`config.mk`:
```
export PLATFORM = sky130hd
export DESIGN_NAME = trace_capture_buf
export DESIGN_NICKNAME = d
export VERILOG_FILES = /design/src/rtl/trace_capture_buf.sv
export SDC_FILE = /design/constraint.sdc
export NUM_CORES = 2
export LEC_CHECK = 0
export ABC_AREA = 1
export BUFFER_PORTS_ARGS = -buffer_cell sky130_fd_sc_hd__buf_2
export CAP_MARGIN = 25
export CELL_PAD_IN_SITES_DETAIL_PLACEMENT = 0
export CELL_PAD_IN_SITES_GLOBAL_PLACEMENT = 2
export CORE_AREA = 2 2 439 441
export DETAILED_ROUTE_END_ITERATION = 10
export DIE_AREA = 0 0 441 443
export PLACE_DENSITY_LB_ADDON = 0.1
export SYNTH_ARGS = -nofsm -noshare
export SYNTH_HDL_FRONTEND = slang
export SYNTH_SLANG_ARGS = --single-unit
```
`constraint.sdc`:
```
create_clock -name clk -period 5.9 [get_ports clk]
set_clock_uncertainty 0.15 [all_clocks]
set_input_delay 1.18 -clock clk [delete_from_list [all_inputs] [get_ports clk]]
set_output_delay 1.18 -clock clk [all_outputs]
set_load 0.005 [all_outputs]
```
`src/rtl/trace_capture_buf.sv`:
```
module trace_capture_buf #(
  parameter int          DEPTH    = 64,
  parameter int          DATA_W   = 32,
  parameter int          CNT_W    = 16,
  parameter logic [31:0] ID_VALUE = 32'h7C0B_0001
) (
  input  logic              clk,
  input  logic              rst_n,
  input  logic              trc_valid,
  input  logic [DATA_W-1:0] trc_data,
  input  logic              trc_trigger,
  input  logic              fmt_pending,
  input  logic              reg_rd,
  input  logic              reg_wr,
  input  logic [3:0]        reg_addr,
  input  logic [31:0]       reg_wdata,
  output logic [31:0]       reg_rdata
);
  localparam int AW = $clog2(DEPTH);
  localparam logic [AW-1:0] LAST = AW'(DEPTH - 1);

  logic [DATA_W-1:0] mem [DEPTH];
  logic [AW-1:0]     wp, rp;
  logic [CNT_W-1:0]  tcnt;
  logic              en, demux, full, trig, done;

  function automatic logic [AW-1:0] bump(input logic [AW-1:0] p);
    return (p == LAST) ? '0 : p + 1'b1;
  endfunction

  logic cap_on, store, trig_now, step, drained;
  logic rd_data, wr_rp, wr_wp, wr_cnt, wr_ctl, restart;
  logic unused_wbits;

  assign cap_on   = en & ~done;
  assign store    = cap_on & trc_valid;
  assign trig_now = cap_on & trc_trigger;
  assign step     = store & (trig | trig_now);
  assign drained  = done & ~fmt_pending;

  assign rd_data  = reg_rd & (reg_addr == 4'd4);
  assign wr_rp    = reg_wr & (reg_addr == 4'd5);
  assign wr_wp    = reg_wr & (reg_addr == 4'd6);
  assign wr_cnt   = reg_wr & (reg_addr == 4'd7);
  assign wr_ctl   = reg_wr & (reg_addr == 4'd8);
  assign restart  = wr_ctl & reg_wdata[0];
  assign unused_wbits = ^reg_wdata;

  always_ff @(posedge clk) begin
    if (store) mem[wp] <= trc_data;
  end

  always_ff @(posedge clk or negedge rst_n) begin
    if (!rst_n) begin
      wp    <= '0;
      rp    <= '0;
      tcnt  <= '0;
      en    <= 1'b0;
      demux <= 1'b0;
      full  <= 1'b0;
      trig  <= 1'b0;
      done  <= 1'b0;
    end else begin
      if (store)                 wp   <= bump(wp);
      if (wr_wp)                 wp   <= reg_wdata[AW-1:0];
      if (rd_data)               rp   <= bump(rp);
      if (wr_rp)                 rp   <= reg_wdata[AW-1:0];
      if (step)                  tcnt <= (tcnt == '0) ? '0 : tcnt - 1'b1;
      if (wr_cnt)                tcnt <= reg_wdata[CNT_W-1:0];
      if (store && wp == LAST)   full <= 1'b1;
      if (trig_now)              trig <= 1'b1;
      if (step && tcnt <= CNT_W'(1)) done <= 1'b1;
      if (wr_ctl) begin
        en    <= reg_wdata[0];
        demux <= reg_wdata[1];
      end
      if (restart) begin
        full <= 1'b0;
        trig <= 1'b0;
        done <= 1'b0;
      end
    end
  end

  always_comb begin
    reg_rdata = '0;
    case (reg_addr)
      4'd0: reg_rdata = ID_VALUE;
      4'd1: reg_rdata = 32'(DEPTH);
      4'd2: reg_rdata = 32'(DATA_W);
      4'd3: reg_rdata = {28'd0, drained, done, trig, full};
      4'd4: reg_rdata[DATA_W-1:0] = mem[rp];
      4'd5: reg_rdata[AW-1:0] = rp;
      4'd6: reg_rdata[AW-1:0] = wp;
      4'd7: reg_rdata[CNT_W-1:0] = tcnt;
      4'd8: reg_rdata[1:0] = {demux, en};
      default: reg_rdata = '0;
    endcase
  end

  a_r3_full_sticky: assert property (@(posedge clk) disable iff (!rst_n)
    full && !restart |=> full);

  a_r2_idle_wp_holds: assert property (@(posedge clk) disable iff (!rst_n)
    !en && !wr_wp |=> $stable(wp));

  a_r5_done_freezes_wp: assert property (@(posedge clk) disable iff (!rst_n)
    done && !wr_wp |=> $stable(wp));

  a_r5_done_needs_trig: assert property (@(posedge clk) disable iff (!rst_n)
    done |-> trig);

  a_r7_rp_advances: assert property (@(posedge clk) disable iff (!rst_n)
    rd_data && !wr_rp |=> rp == (($past(rp) == LAST) ? '0 : $past(rp) + 1'b1));

  a_r6_drained_only_done: assert property (@(posedge clk) disable iff (!rst_n)
    reg_addr == 4'd3 && reg_rdata[3] |-> reg_rdata[2] && !fmt_pending);
endmodule

```
==> results.yml <==
synth:
  synth_top_area_share_pct: 70.6
  synth_edf_count: 2048
  syn_nets: 8076
  synthArstFlopShare_pct: 1.59
  ys.flop_type: "edfxtp_1"
  yosysWarnings: 0
  synth_cell_types: 35
  seq_area_frac_synth_pct: 71.6
  syn_area_per_cell_um2: 10.9
  synth_cells: 7996
  ys_seq_elements: 2081
  synth_top_cell_by_area: "edfxtp_1"
  synth_area_um2: 87100
  synth.area.top_cells: "edfxtp_1 71%, nand2_1 13%, nand3_1 6.4%, inv_1 2.4%, nor2_1 1.7%"
sta:
  fin_crit_ns: 5.69
  rsz0062_at_grt: "false"
  max_clock_freq_mhz: 176
  fin_crit_sh_pct: 96.5
  hold_violations: 0
  tns_ns: 0
  finalSetupViolations: 0
  relSlewSlack_pct: 28.9
  maxSlewViolCount: 0
  worst_slew_pin_slew_ns: 1.06
floorplan:
  dieArea_um2: 195000
  core_area_um2: 191000
  row_count: 161
  io_pins: 107
  initial_core_util_pct: 45.6
  die_x_um: 441
  die_h_um: 443
layout:
  fillers: 16900
  syn2layout_area_growth_pct: 12.3
  final_cell_mix: "3079 x nand2_1, 2048 x edfxtp_1, 1109 x nand3_1, 563 x inv_1, 327 x nor2_1"
  regArea_um2: 62300
  layout-drive-gt1-share_pct: 8.17
  multi_input_area_um2: 21000
  final_common_cell: "nand2_1"
  fin_nets: 8159
global_routing:
  grt_use_met1_pct: 38.1
  use_met3_pct: 3.17
  grt_remaining_overflow: 0
  grt_pass1_wl_um: 381000
  gr-usage-met2_pct: 43.2
  grt_max_degree: 173
  antenna_found_initial: 11
  busiest_layer: "met2"
  grt_util_all_layers_pct: 27.1
  grt_pass1_vias: 54900
clock_tree:
  clock_path_buffers: 3
  clock_latency_ns: 0.85
  ctsResizeCount: 0
  cts_tree: "done"
  ctsHoldBuffers: 0
  numCtsBuffers: 217
  clock-sinks: 2081
  postCtsSetupRepairBufs: 0
  clk_pin_slew_ns: 0.06
  cts_htree_levels: 4
  clockRootBuffer: "clkbuf_16"
routing:
  dr.first_iter.drc_count: 5962
  drt-total-wl_um: 265000
  ant_nets: 0
  vias: 57600
  routedWlPerCell_um: 24.5
  viasPerCell: 5.34
  drt_first_pass_iters: 6
  drc_errors: 0
placement:
  port_buffers: 90
  dp_hpwl_um: 143000
  gp_congestion: 0.859
power:
  finalPower_uw: 41800
  leakage_uw: 0.0379
  max-vdd-ir-drop_uv: 471
  power_density_nw_per_um2: 427
worst_setup_path:
  max_stage_delay_ns: 0.68
  criticalPathCategory: "register to output port"
  arrival_ns: 4.36
  required_ns: 4.57
  cp-end-kind: "output port"
  cp_max_fo: 145
  crit_chain: "inv_16 > buf_4 > nand2_1 > nand2_1 > nand2_1 > nand2_1 > inv_1 > nand2_1 > nand2_1 > nand2_1 > inv_1 > a21oi_1 > nor2_1 > nor2_1 > buf_2"
  critPathLaunchType: "register"
  crit_top_cell: "nand2_1"
  crit_path_top_delay_cell: "dfrtp_4"
outcome:
  status: "finished, final reports clean"
flow_run:
  cap_violations: 0
hold_path:
  hold_class: "primary input to async pin"
worst max-delay path, delay by kind of cell (launching register included):
kind,cells,cell delay [ns]
buffers and inverters,5,1.24
AOI/OAI and AO/OA,1,0.59
and+or+nand+nor,9,0.79
DFF,1,0.68
final timing paths:
check / start / endpoint / slack [ns] / depth (start not counted)
setup / recovery: rp[0] / reg_rdata[30] / 0.21 / 15
hold / removal: rst_n / tcnt[13] / 0.31 / 1
setup reg to reg: wp[3] / mem[55][14] / 2.43 / 4
hold reg to reg: demux / demux / 0.35 / 2
max in group asynchronous: rst_n / rp[2] / 4.63 / 1
min in group clk: demux / demux / 0.35 / 2
power breakdown:
part	leakage [uW]	switching (uW)	internal, uW
Clock	0.00328	5660	7350
Combinational	0.0158	9030	3110
Sequential	0.0188	252	16400
registers in the layout, summed over array words and instances (netlist names):
signal / flops
en: 1
rp: 6
done: 1
mem: 2048
full: 1
demux: 1
trig: 1
wp: 6
tcnt: 16
Yosys cell counts, drive strengths merged (2+ instances only):
cell type	instances
a211oi	2
a21boi	2
a21oi	88
buf	316
clkbuf	116
clkinv	3
dfrtp	33
edfxtp	2048
ha	5
inv	572
nand2	3079
nand3	1109
nand4	12
nor2	393
nor3	19
o211ai	14
o21ai	133
o221ai	14
o22ai	8
or2	10
xnor2	3
xor2	12
cell type report:
cell class / instances / area share (%)
Clock buffer: 280 / 6.04
Sequential cell: 2081 / 63.7
Multi-Input combinational cell: 4908 / 21.4
Antenna cell: 3 / 0.00767
Clock inverter: 118 / 0.797
Tap cell: 2526 / 3.23
Inverter: 575 / 2.25
Timing Repair Buffer: 296 / 2.54
stage by stage:
stage / worst slack [ns] / cells / instance area [um2] / hold slack [ns] / util [%]
2_1_floorplan: 1.87 / 7996 / 87100 / 0.303 / -
3_3_place_gp: 1.13 / 10400 / 91000 / 0.325 / 47.6
3_5_place_dp: 1.11 / 10400 / 91100 / 0.328 / 47.6
4_1_cts: 0.177 / 10800 / 97800 / 0.257 / 51.1
5_1_grt: 0.0983 / 10800 / 97800 / 0.328 / 51.2
6_report: 0.206 / 10800 / 97800 / 0.309 / 51.2
layer usage:
layer | routed length, um | share of wire (%)
met1 | 115000 | 43
met2 | 124000 | 47
met3 | 15200 | 5.7
met4 | 10400 | 3.9
met5 | 0 | 0
logic make-up after synthesis:
kind of cell               synth area share [%]
buffers and inverters                      4.94
adders and majority gates                0.0718
and+or+nand+nor                            21.6
DFF                                        71.6
AOI/OAI and AO/OA                          1.65
xor gates and xnor gates                  0.151
Power figures use the tool's default switching activity.
